[src/rtl/xirq_pkg.sv]
package xirq_pkg;
  localparam int unsigned OFF_STATUS = 32'h40;
  localparam int unsigned OFF_ENABLE = 32'h44;
  localparam int unsigned OFF_CLEAR  = 32'h48;

  typedef enum logic [1:0] {
    SEL_NONE,
    SEL_STATUS,
    SEL_ENABLE,
    SEL_CLEAR
  } reg_sel_e;

  function automatic reg_sel_e decode_off(input int unsigned off);
    case (off)
      OFF_STATUS: return SEL_STATUS;
      OFF_ENABLE: return SEL_ENABLE;
      OFF_CLEAR:  return SEL_CLEAR;
      default:    return SEL_NONE;
    endcase
  endfunction
endpackage

[src/rtl/xirq_sync.sv]
module xirq_sync #(
  parameter int STAGES = 2
) (
  input  logic clk,
  input  logic rst,
  input  logic d_i,
  output logic q_o
);
  logic [STAGES-1:0] chain_q;

  generate
    if (STAGES == 1) begin : g_one
      always_ff @(posedge clk) begin
        if (rst) chain_q <= '0;
        else     chain_q <= d_i;
      end
    end else begin : g_many
      always_ff @(posedge clk) begin
        if (rst) chain_q <= '0;
        else     chain_q <= {chain_q[STAGES-2:0], d_i};
      end
    end
  endgenerate

  assign q_o = chain_q[STAGES-1];
endmodule

[src/rtl/xirq_capture.sv]
module xirq_capture #(
  parameter int STAGES = 2,
  parameter bit EDGE   = 1'b1
) (
  input  logic clk,
  input  logic rst,
  input  logic src_i,
  output logic set_o
);
  logic lvl;

  xirq_sync #(.STAGES(STAGES)) u_sync (
    .clk (clk),
    .rst (rst),
    .d_i (src_i),
    .q_o (lvl)
  );

  generate
    if (EDGE) begin : g_edge
      logic prev_q;
      always_ff @(posedge clk) begin
        if (rst) prev_q <= 1'b0;
        else     prev_q <= lvl;
      end
      assign set_o = lvl & ~prev_q;

      // a long slow-domain level yields one set request only
      assert_single_pulse_R10: assert property (@(posedge clk) disable iff (rst)
        set_o |=> !set_o);
    end else begin : g_level
      assign set_o = lvl;
    end
  endgenerate
endmodule

[src/rtl/xirq_regfile.sv]
module xirq_regfile
  import xirq_pkg::*;
#(
  parameter int NUM_SRC = 9,
  parameter int ADDR_W  = 8
) (
  input  logic               clk,
  input  logic               rst,
  input  logic [NUM_SRC-1:0] set_i,
  input  logic               wr_en,
  input  logic               rd_en,
  input  logic [ADDR_W-1:0]  addr,
  input  logic [NUM_SRC-1:0] wdata,
  output logic [NUM_SRC-1:0] rdata,
  output logic               irq_o
);
  reg_sel_e           sel;
  logic               clr_hit;
  logic               en_hit;
  logic [NUM_SRC-1:0] clr_v;
  logic [NUM_SRC-1:0] status_q, status_d;
  logic [NUM_SRC-1:0] enable_q, enable_d;

  assign sel     = decode_off(int'(addr));
  assign clr_hit = wr_en && (sel == SEL_CLEAR);
  assign en_hit  = wr_en && (sel == SEL_ENABLE);
  assign clr_v   = clr_hit ? wdata : '0;

  // set has priority over clear on the same bit
  assign status_d = set_i | (status_q & ~clr_v);
  assign enable_d = en_hit ? wdata : enable_q;

  always_ff @(posedge clk) begin
    if (rst) begin
      status_q <= '0;
      enable_q <= '0;
      irq_o    <= 1'b0;
    end else begin
      status_q <= status_d;
      enable_q <= enable_d;
      irq_o    <= |(status_d & enable_d);
    end
  end

  always_ff @(posedge clk) begin
    if (rst) begin
      rdata <= '0;
    end else if (rd_en) begin
      case (sel)
        SEL_STATUS: rdata <= status_q;
        SEL_ENABLE: rdata <= enable_q;
        default:    rdata <= '0;
      endcase
    end
  end

  // bits drop only under a clear write
  assert_no_spurious_drop_R9: assert property (@(posedge clk) disable iff (rst)
    !clr_hit |=> (($past(status_q) & ~status_q) == '0));

  // a bit rises only when its capture stage requested it
  assert_rise_needs_set_R3: assert property (@(posedge clk) disable iff (rst)
    1'b1 |=> ((status_q & ~$past(status_q) & ~$past(set_i)) == '0));

  // concurrent set and clear leaves the bit set
  assert_set_beats_clear_R8: assert property (@(posedge clk) disable iff (rst)
    (clr_hit && ((set_i & wdata) != '0)) |=>
      ((status_q & $past(set_i & wdata)) == $past(set_i & wdata)));

  // full mask silences the line at once
  assert_mask_immediate_R7: assert property (@(posedge clk) disable iff (rst)
    (en_hit && (wdata == '0)) |=> !irq_o);
endmodule

[src/rtl/xirq_ctrl.sv]
module xirq_ctrl #(
  parameter int             NUM_SRC   = 9,
  parameter int             ADDR_W    = 8,
  parameter int             STAGES    = 2,
  parameter logic [NUM_SRC-1:0] EDGE_MASK = 9'h01F
) (
  input  logic               clk,
  input  logic               rst,
  input  logic [NUM_SRC-1:0] src_i,
  input  logic               wr_en,
  input  logic               rd_en,
  input  logic [ADDR_W-1:0]  addr,
  input  logic [NUM_SRC-1:0] wdata,
  output logic [NUM_SRC-1:0] rdata,
  output logic               irq_o
);
  logic [NUM_SRC-1:0] set_v;

  generate
    for (genvar i = 0; i < NUM_SRC; i++) begin : g_src
      xirq_capture #(
        .STAGES (STAGES),
        .EDGE   (EDGE_MASK[i])
      ) u_cap (
        .clk   (clk),
        .rst   (rst),
        .src_i (src_i[i]),
        .set_o (set_v[i])
      );
    end
  endgenerate

  xirq_regfile #(
    .NUM_SRC (NUM_SRC),
    .ADDR_W  (ADDR_W)
  ) u_regs (
    .clk   (clk),
    .rst   (rst),
    .set_i (set_v),
    .wr_en (wr_en),
    .rd_en (rd_en),
    .addr  (addr),
    .wdata (wdata),
    .rdata (rdata),
    .irq_o (irq_o)
  );

  // outputs are quiet right after reset
  assert_reset_quiet_R1: assert property (@(posedge clk)
    $past(rst) |-> (!irq_o && (rdata == '0)));
endmodule

[config.mk]
export PLATFORM = sky130hd
export DESIGN_NAME = xirq_ctrl
export DESIGN_NICKNAME = d
export VERILOG_FILES = /design/src/rtl/xirq_pkg.sv /design/src/rtl/xirq_sync.sv /design/src/rtl/xirq_capture.sv /design/src/rtl/xirq_regfile.sv /design/src/rtl/xirq_ctrl.sv
export SDC_FILE = /design/constraint.sdc
export NUM_CORES = 1
export LEC_CHECK = 0
export BUFFER_PORTS_ARGS = -buffer_cell sky130_fd_sc_hd__buf_2
export CORE_ASPECT_RATIO = 0.9
export CORE_MARGIN = 3
export CORE_UTILIZATION = 30
export CTS_CLUSTER_DIAMETER = 60
export DETAILED_ROUTE_END_ITERATION = 6
export GPL_TIMING_DRIVEN = 1
export PLACE_DENSITY_LB_ADDON = 0.05
export SKIP_CTS_REPAIR_TIMING = 1
export SYNTH_ARGS = -nofsm -noshare
export SYNTH_HDL_FRONTEND = slang
export SYNTH_HIERARCHICAL = 1
export SYNTH_SLANG_ARGS = --single-unit
[constraint.sdc]
create_clock -name clk -period 2.73 [get_ports clk]
set_clock_uncertainty 0.15 [all_clocks]
set_input_delay 0 -clock clk [delete_from_list [all_inputs] [get_ports clk]]
set_output_delay 0 -clock clk [all_outputs]
set_load 0.01 [all_outputs]
Yosys cells after proc, flatten, opt, wreduce, memory -nomap -nowiden --
Index checks and enable logic that the tools add are counted.
Operators by class: eq/ne operators 6, muxes and demuxes 4, bitwise gates (word level) 14, reduce and logical (&&, ||, !) cells 3
Operator list (number):
- $eq A8 B7 Y1 const B | 3
- $and A9 B9 Y9 | 2
- $mux W9 | 2
- $pmux W9 S2 | 1
- $not A9 Y9 | 1
- $or A9 B9 Y9 | 1
- $reduce_or A9 Y1 | 1
- $pmux W2 S3 | 1
- $and A1 B1 Y1 | 5
- $not A1 Y1 | 5
- $eq A2 B2 Y1 const B | 2
- $eq A2 B1 Y1 const B | 1
- $logic_and A1 B1 Y1 | 2
Storage, ports and cells: flip-flop bits (word level) 51, bits of input ports 30, output and inout bits 10, word-level logic and storage cells 45

Longest topological paths before layout --
Gate-level depths: netlist (run 1).
depth in word-level cells 10, depth in mapped cells 10, depth with buffers taken out 9

Cells and area by module --
Netlist (run 1), hierarchy kept.
Modules (own cells, without submodules):
- xirq_regfile | times used 1, cells an instance 145, area each 1335.0 µm², sequential area each 560.5 µm²
- xirq_sync | times used 9, cells an instance 4, area each 52.6 µm², sequential area each 40.0 µm²
- xirq_capture (g_src[0].u_cap ...) | times used 5, cells an instance 3, area each 47.5 µm², sequential area each 20.0 µm²

Worst setup path before layout (run 1) --
OpenSTA, ideal clock, no wires.
path type input to register, from input addr[1], to register u_regs.irq_o, library setup time 0.139 ns, data arrival time 1.780 ns, required time 2.441 ns, path slack 0.661 ns, stages 10, path buffers 1, cell sequence nor4_1 nand3b_1 nor2_1 inv_1 ha_1 and2_4 buf_6 mux2_4 a221oi_1 a41oi_1
Between the ends: cells in the longest elaborated chain, start to end 10, elaborated cells on any way between the ends 15, those cells by class eq/ne (5); mux (3); bitwise (4); reduce/logical (3)
Ends and longest elaborated chain:
- from (decl) | line xirq_ctrl.sv:12 | input logic [ADDR_W-1:0] addr,
- $eq A8 B7 Y1 | line xirq_pkg.sv:14 | case (off)
- $pmux W2 S3 * | line xirq_pkg.sv:14
- $eq A2 B2 Y1 | line xirq_regfile.sv:25 | assign clr_hit = wr_en && (sel == SEL_CLEAR);
- $logic_and A1 B1 Y1 | line xirq_regfile.sv:25
- $mux W9 | line xirq_regfile.sv:27 | assign clr_v = clr_hit ? wdata : '0;
- $not A9 Y9 | line xirq_regfile.sv:30 | assign status_d = set_i | (status_q & ~clr_v);
- $and A9 B9 Y9 | line xirq_regfile.sv:30
- $or A9 B9 Y9 | line xirq_regfile.sv:30
- $and A9 B9 Y9 * | line xirq_regfile.sv:41 | irq_o <= |(status_d & enable_d);
- $reduce_or A9 Y1 * | line xirq_regfile.sv:41
- to (signal assigned) | line xirq_regfile.sv:41
- to (decl) | line xirq_regfile.sv:15 | output logic irq_o
Every way passes the cells marked *; elsewhere a longest branch is shown, timed or not. A chain may end at the register's enable or synchronous reset.

Worst setup path in the final report (run 1) --
Same ends and word-level chain as after synthesis.

==> results of run 1 <==
[metal layers]
layer / part of all wire, % / routed length (µm) / vias to the layer above
li1: - / - / 783
met1: 51 / 2390 / 702
met2: 44 / 2050 / 31
met3: 3.4 / 156 / 5
met4: 0.99 / 46 / 0
met5: 0 / 0 / -
[where the power goes]
group / switching, mW / internal, mW
logic: 0.0455 / 0.0586
registers: 0.00974 / 0.765
clock network: 0.225 / 0.171
[final cells by class]
cell class / count / area, µm²
Clock buffer: 6 / 72.6
Fill cell: 661 / 3760
Inverter: 4 / 15.0
Multi-Input combinational cell: 132 / 965
Sequential cell: 51 / 1020
Tap cell: 87 / 109
Timing Repair Buffer: 62 / 413
[worst min-delay path by stage]
stage	endpoint	start	cells past startpoint	slack, ns
5_1_grt	u_regs/status_q[2]	rst	2	0.02
2_1_floorplan	g_src[0].u_cap/g_edge.prev_q	rst	1	-0.09
4_1_cts	g_src[1].u_cap/u_sync/chain_q[0]	src_i[1]	2	-0.25
3_5_place_dp	g_src[4].u_cap/u_sync/chain_q[0]	src_i[4]	2	0.06
3_3_place_gp	g_src[2].u_cap/u_sync/chain_q[0]	src_i[2]	2	0.06
6_report	g_src[4].u_cap/g_edge.prev_q	rst	2	-0.02
[layout by cell type (no fill, tap or decap), types with 2 or more instances in the layout]
cell type	n
dfxtp_1	51
buf_2	39
nor2b_1	37
dlygate4sd3_1	18
nor2_1	18
a21oi_1	14
nor2b_4	10
a22o_1	9
nand3_1	9
mux2i_1	6
clkbuf_8	5
buf_4	5
inv_1	4
a21o_1	4
mux2_2	3
ha_1	3
mux2_4	2
o221ai_1	2
[cell usage after synthesis (2+ instances only)]
library cell,count
inv_1,4
buf_1,2
buf_2,3
a22o_1,9
nor2b_1,37
a21oi_1,14
mux2_2,3
nor2_1,18
mux2i_1,6
clkbuf_1,3
o221ai_1,2
nand3_1,9
dfxtp_1,51
mux2_4,2
a21o_1,4
ha_1,3
nor2b_4,10
[registers in the layout, summed over array words and instances, names as in the netlist]
register and cells:
g_src.u_cap/g_edge.prev_q 5, g_src.u_cap/u_sync/chain_q 18, u_regs/enable_q 9, u_regs/irq_o 1
u_regs/rdata 9, u_regs/status_q 9
[cell families after synthesis]
group           Yosys count
simple gates             79
buf+inv                  13
xor+xnor                  1
fa+ha+maj                 3
mux                      11
flops                    51
compound gates           38
==> summary.md, run 1 <==
| Metric | Value |
|---|---|
| Worst setup margin | `roughly 0.74 ns` |
| GRT overflow | `0` |
| Period utilization | `between 70 and 80%` |
| Critical Path RT | `between 2 and 3 ns` |
| CP max FO | `11` |
| Main combinational cell family by area after synthesis | `simple AND/OR/NAND/NOR gates` |
| Row count | `27` |
| Critical Path Sink Type | `flip-flop` |
| Slowest stage cell, crit path | `mux2_2` |
| Worst min path class | `primary input to flip-flop` |
| Met3 Resource Use GR | `under 10%` |
| Post-DRT Antenna Nets | `0` |
| Status | `complete, but fails checks` |
| Synth Area in XOR/XNOR | `0.428%` |
| Via density | `roughly 4.4` |
| Cell area power density | `~490 mW/mm²` |
| Clock Latency Late Sink | `around 0.3 ns` |
| Dominant synthesized flop cell | `dfxtp_1` |
| Via count | `around 1500` |
| Max incr delay on CP | `about 0.36 ns` |
| Setup crit start | `addr[1]` |
| RePlAce Congestion | `~0.7` |
| Vias in the first global route | `1435` |
| DR WL/cell | `~14 µm` |
| Final core utilization | `about 40%` |
| Crit Reg-Reg Endpoint | `u_regs/irq_o` |
| Finished Layout Cells | `roughly 340` |
| Critical path destination | `u_regs/irq_o` |
| Synth Area per Inst | `~10 µm²` |
| Core area | `around 0.0064 mm²` |
| Unique masters post-synth | `33` |
| Synth area leaders | `dfxtp_1 (50%), nor2b_1 (11%), nor2b_4 (6.7%)` |
| Crit-path cells | `buf_2 > nor4_1 > nand3b_1 > nand2b_1 > inv_1 > ha_1 > and2_4 > mux2_2 > a222oi_1 > a41oi_1` |
| TritonCTS clock tree | `built` |
| Startpoint Class | `primary input` |
| Most Crowded Layer GR | `met2` |
| First-pass GRT wire length | `between 7 and 8 mm` |
| Nets | `roughly 290` |
| Clock slew at reported path FFs | `~0.090 ns` |
| Reg2reg setup slack | `1.38 ns` |
| Syn_nets | `~230` |
| Ys async rst share | `0%` |
| Simple-gate share of the synthesized area | `25.3%` |
| Slew HR | `around 70%` |
| Met1 Use GR | `roughly 17%` |
| Initial Util | `between 30% and 40%` |
| WP data arrival | `approximately 2.0 ns` |
| Critical path type | `primary input to flip-flop` |
| CTS buffer count | `5` |
| Ant diodes | `0` |
| Area Growth Syn to Fin | `26.9%` |
| # DRC | `0` |
| Die area | `around 0.0078 mm²` |
| Final Hold Vio Count | `16` |
| IO Count | `40` |
| Buffers on Ports | `39` |
| Critical path depth | `10` |
| Yosys reg bits | `51` |
| Worst Path Buf+Inv | `2` |
| Worst Tran Pin Value | `about 0.47 ns` |
| Total GRT Usage | `about an eighth` |
| Final WL | `4.65 mm` |
| Die width | `between 90 and 100 µm` |
| Fin crit period | `around 2.0 ns` |
| Share of the synthesized area in the top cell type | `49.9%` |
| Post-DP HPWL | `~3.0 mm` |
| Detailed Route Iter0 Violations | `75` |
| Dpl cell area | `around 0.0023 mm²` |
| Total power draw | `1.28 mW` |
| Setup WS pre-CTS | `0.412 ns` |
| Leakage dissipation | `1.08 nW` |
| First drt pass iteration count | `4` |
| Final setup fails | `0` |
| Clock buffer depth | `2` |
| Met2 usage | `between 15 and 20%` |
| Peak supply drop | `roughly 0.22 mV` |
| Worst hold slack | `-0.0151 ns` |
| Max-Cap Viols | `0` |
| Placed Cells | `approximately 320` |
| Crit path max-delay family | `simple AND/OR/NAND/NOR gates` |
| Mapped Area | `0.00205 mm²` |
| Mux cell area share after synthesis | `just over 6%` |
| Compound-cell area share of the yosys netlist | `a little over an eighth` |
| Final instance area | `between 0.002 and 0.003 mm²` |
| Post-synthesis sequential area ratio | `between 40% and 50%` |
| H-tree depth | `2` |
| Clock sinks | `51` |
| YS warnings | `6` |
| Mapped Cells | `~200` |
| Max Clk Rate | `just over 500 MHz` |
| Max-slew violation count | `0` |
| Fraction of layout cells with a size suffix above 1 | `between 20% and 30%` |
| FF-to-FF Start | `u_regs/enable_q[6]` |
| Largest area contributor in the netlist | `dfxtp_1` |
| Failing checks | `hold timing` |
| R2r worst-path depth | `3` |
| Clk root buf | `clkbuf_8` |
| RSZ-0062 raised after global routing | `no` |
| Initial antenna violation count | `0` |
| Number of synthesized flops with an enable pin | `0` |
| Die span in y | `between 80 and 90 µm` |
| Post-synthesis adder-cell area fraction | `under 10%` |
| TNS Setup | `0 ns` |
| Largest net degree at the start of global routing | `22` |
Note: power is estimated with default switching activity, not from simulation.
==> inputs of run 2 (changes only) <==
==> constraint.sdc (replaced) <==
create_clock -name clk -period 2 [get_ports clk]
set_clock_uncertainty 0.15 [all_clocks]
set_input_delay 0 -clock clk [delete_from_list [all_inputs] [get_ports clk]]
set_output_delay 0 -clock clk [all_outputs]
set_load 0.01 [all_outputs]
==> run 2 against run 1 <==
The flow still finishes with violations (hold timing); sequential power rose by 37%; sequential share of layout area fell by 2.3 points; total power rose by 42%; non-clock buffer count rose by 12; cell area rose by 6.3%; setup slack got worse by 0.65 ns; global-route usage barely moved; flip-flop and latch count did not move; combinational power rose by 44%; clock-buffer cell count fell by 1; via count rose by 2.6%; first-iteration DRC count fell by 24%; critical endpoint unchanged.
==> summary.md, run 2 (synthesis results as in run 1) <==
| Metric | Value |
|---|---|
| Status | `complete, but fails checks` |
| Failing checks | `hold timing` |
| Reg2reg setup slack | `0.65 ns (-0.73 ns)` |
| FF-to-FF Start | `u_regs/enable_q[6]` |
| RSZ-0062 raised after global routing | `no` |
| Fraction of layout cells with a size suffix above 1 | `33.1% (+6.8 points)` |
| Clock sinks | `51 (unchanged)` |
| Most common cell after layout, fill and taps aside | `dfxtp_1` |
| Peak supply drop | `0.333 mV (+54%)` |
| Clock slew at reported path FFs | `0.09 ns (about the same)` |
| Worst Hold Depth | `4 (+2)` |
| Post-DP HPWL | `3.10 mm (+1.5%)` |
| Final Hold Vio Count | `16 (unchanged)` |
| Crit path max-delay family | `simple AND/OR/NAND/NOR gates` |
| Final setup fails | `0 (unchanged)` |
| WP data arrival | `1.93 ns (-0.08 ns)` |
| GRT overflow | `0 (unchanged)` |
| H-tree depth | `2 (unchanged)` |
| RePlAce Congestion | `0.736 (+5.8%)` |
| Cell area power density | `657 mW/mm² (+34%)` |
| First drt pass iteration count | `4 (unchanged)` |
| Die area | `0.00785 mm² (unchanged)` |
| Max-slew violation count | `0 (unchanged)` |
| Core area | `0.00635 mm² (unchanged)` |
| Via count | `1561 (+2.6%)` |
| Max FFs per register | `18 (unchanged)` |
| Die width | `93.0 µm (unchanged)` |
| Initial antenna violation count | `0 (unchanged)` |
| Max incr delay on CP | `0.30 ns (-0.06 ns)` |
| Nets | `301 (+4.2%)` |
| Ant diodes | `0 (unchanged)` |
| TritonCTS clock tree | `built` |
| Final core utilization | `43.4% (+2.6 points)` |
| Post-DRT Antenna Nets | `0 (unchanged)` |
| Detailed Route Iter0 Violations | `57 (-24%)` |
| Worst Tran Pin Value | `0.585 ns (+0.117 ns)` |
| DR WL/cell | `12.6 µm (-7.6%)` |
| Buffers on Ports | `39 (unchanged)` |
| Total GRT Usage | `12.1% (-0.014 points)` |
| WHS Endpoint | `u_regs/rdata[5]` |
| IO Count | `40 (unchanged)` |
| Max Clk Rate | `between 500 and 600 MHz` |
| Critical Path Sink Type | `flip-flop` |
| Clock buffer depth | `2 (unchanged)` |
| Clock Latency Late Sink | `0.30 ns (about the same)` |
| Initial Util | `32.2% (unchanged)` |
| Largest net degree at the start of global routing | `23 (+4.5%)` |
| Slowest stage cell, crit path | `mux2_4` |
| Period utilization | `a little over nine tenths` |
| Most flop-heavy register | `g_src.u_cap/u_sync/chain_q` |
| CTS buffer count | `5 (unchanged)` |
| Total power draw | `1.81 mW (+42%)` |
| Final WL | `4.47 mm (-3.8%)` |
| # DRC | `0 (unchanged)` |
| Worst min path class | `primary input to flip-flop` |
| Clk root buf | `clkbuf_8` |
| Critical path type | `primary input to flip-flop` |
| Worst Path Buf+Inv | `3 (+1)` |
| Via density | `4.38 (-1.4%)` |
| CP max FO | `8 (-3)` |
| Leakage dissipation | `1.16 nW (+7.4%)` |
| Die span in y | `84.3 µm (unchanged)` |
| First-pass GRT wire length | `7.48 mm (+2.0%)` |
| Area Growth Syn to Fin | `34.8%` |
| Worst hold slack | `-0.0244 ns (-0.00929 ns)` |
| R2r worst-path depth | `3 (unchanged)` |
| Crit Reg-Reg Endpoint | `u_regs/irq_o` |
| Startpoint Class | `primary input` |
| Hold Crit Start | `rd_en` |
| Final instance area | `0.00276 mm² (+6.3%)` |
| Max-Cap Viols | `0 (unchanged)` |
| Slew HR | `60.9% (-7.9 points)` |
| Critical Path RT | `2.02 ns (-0.73 ns)` |
| Vias in the first global route | `1501 (+4.6%)` |
| Dpl cell area | `0.00244 mm² (+4.2%)` |
| Most frequent cells in the layout | `dfxtp_1 (51), buf_2 (39), nor2b_1 (37), dlygate4sd3_1 (18)` |
| Fin crit period | `between 1.5 and 2 ns` |
| Row count | `27 (unchanged)` |
| Crit-path cells | `buf_2 > nor4_2 > nand3b_1 > nand2b_4 > inv_4 > ha_4 > and2_4 > buf_4 > mux2_4 > a221oi_2 > a41oi_1` |
-- run 2: cell count changes in the layout (fill, tap and decap cells not counted), sizes merged --
cell and change:
buf +12, clkinv +2, clkbuf -1, inv +1
-- run 2: per-stage QoR --
step                      setup TNS [ns]  worst slack (ns)  cells
final                                  0            0.0956    356
after global routing                   0           0.00190    356
after CTS                              0            0.0565    336
after detailed placement          -0.285            -0.267    328
after global placement            -0.214            -0.209    328
after floorplan                 -0.00175          -0.00175    196
-- run 2: how the worst max path moves through the flow --
stage,start,to,depth (start not counted),slack (ns)
finish,addr[4],u_regs/irq_o,11,0.1
global route,addr[4],u_regs/irq_o,11,0.002
CTS,addr[1],u_regs/irq_o,10,0.06
detailed placement,addr[1],u_regs/irq_o,10,-0.27
global placement,addr[1],u_regs/irq_o,10,-0.21
floorplan,addr[1],u_regs/irq_o,10,-0.002
-- run 2: layer usage --
metal | part of all wire, % | GRT usage, %
met5 | 0 | 0
met4 | 1.3 | 3.60
met3 | 6.1 | 3.14
met2 | 43 | 18.6
met1 | 50 | 16.6
-- run 2: report_power, final --
group | internal [mW] | switching (mW)
logic | 0.0863 | 0.0633
clock network | 0.251 | 0.353
registers | 1.04 | 0.0137
-- run 2: tightest hold or removal path: cells and delay by family --
family / cells / cell delay [ns]
AND/OR/NAND/NOR: 2 / 0.19
buffers and inverters: 1 / 0.16
AO/OA/AOI/OAI: 1 / 0.05
-- run 2: cell type report --
class	instances	area [µm²]
clock buffer	5	68.8
clock inverter	3	22.5
fill	658	3590
inverter	4	17.5
multi-input combinational	132	1020
sequential	51	1020
tap	87	109
timing repair buffer	74	503
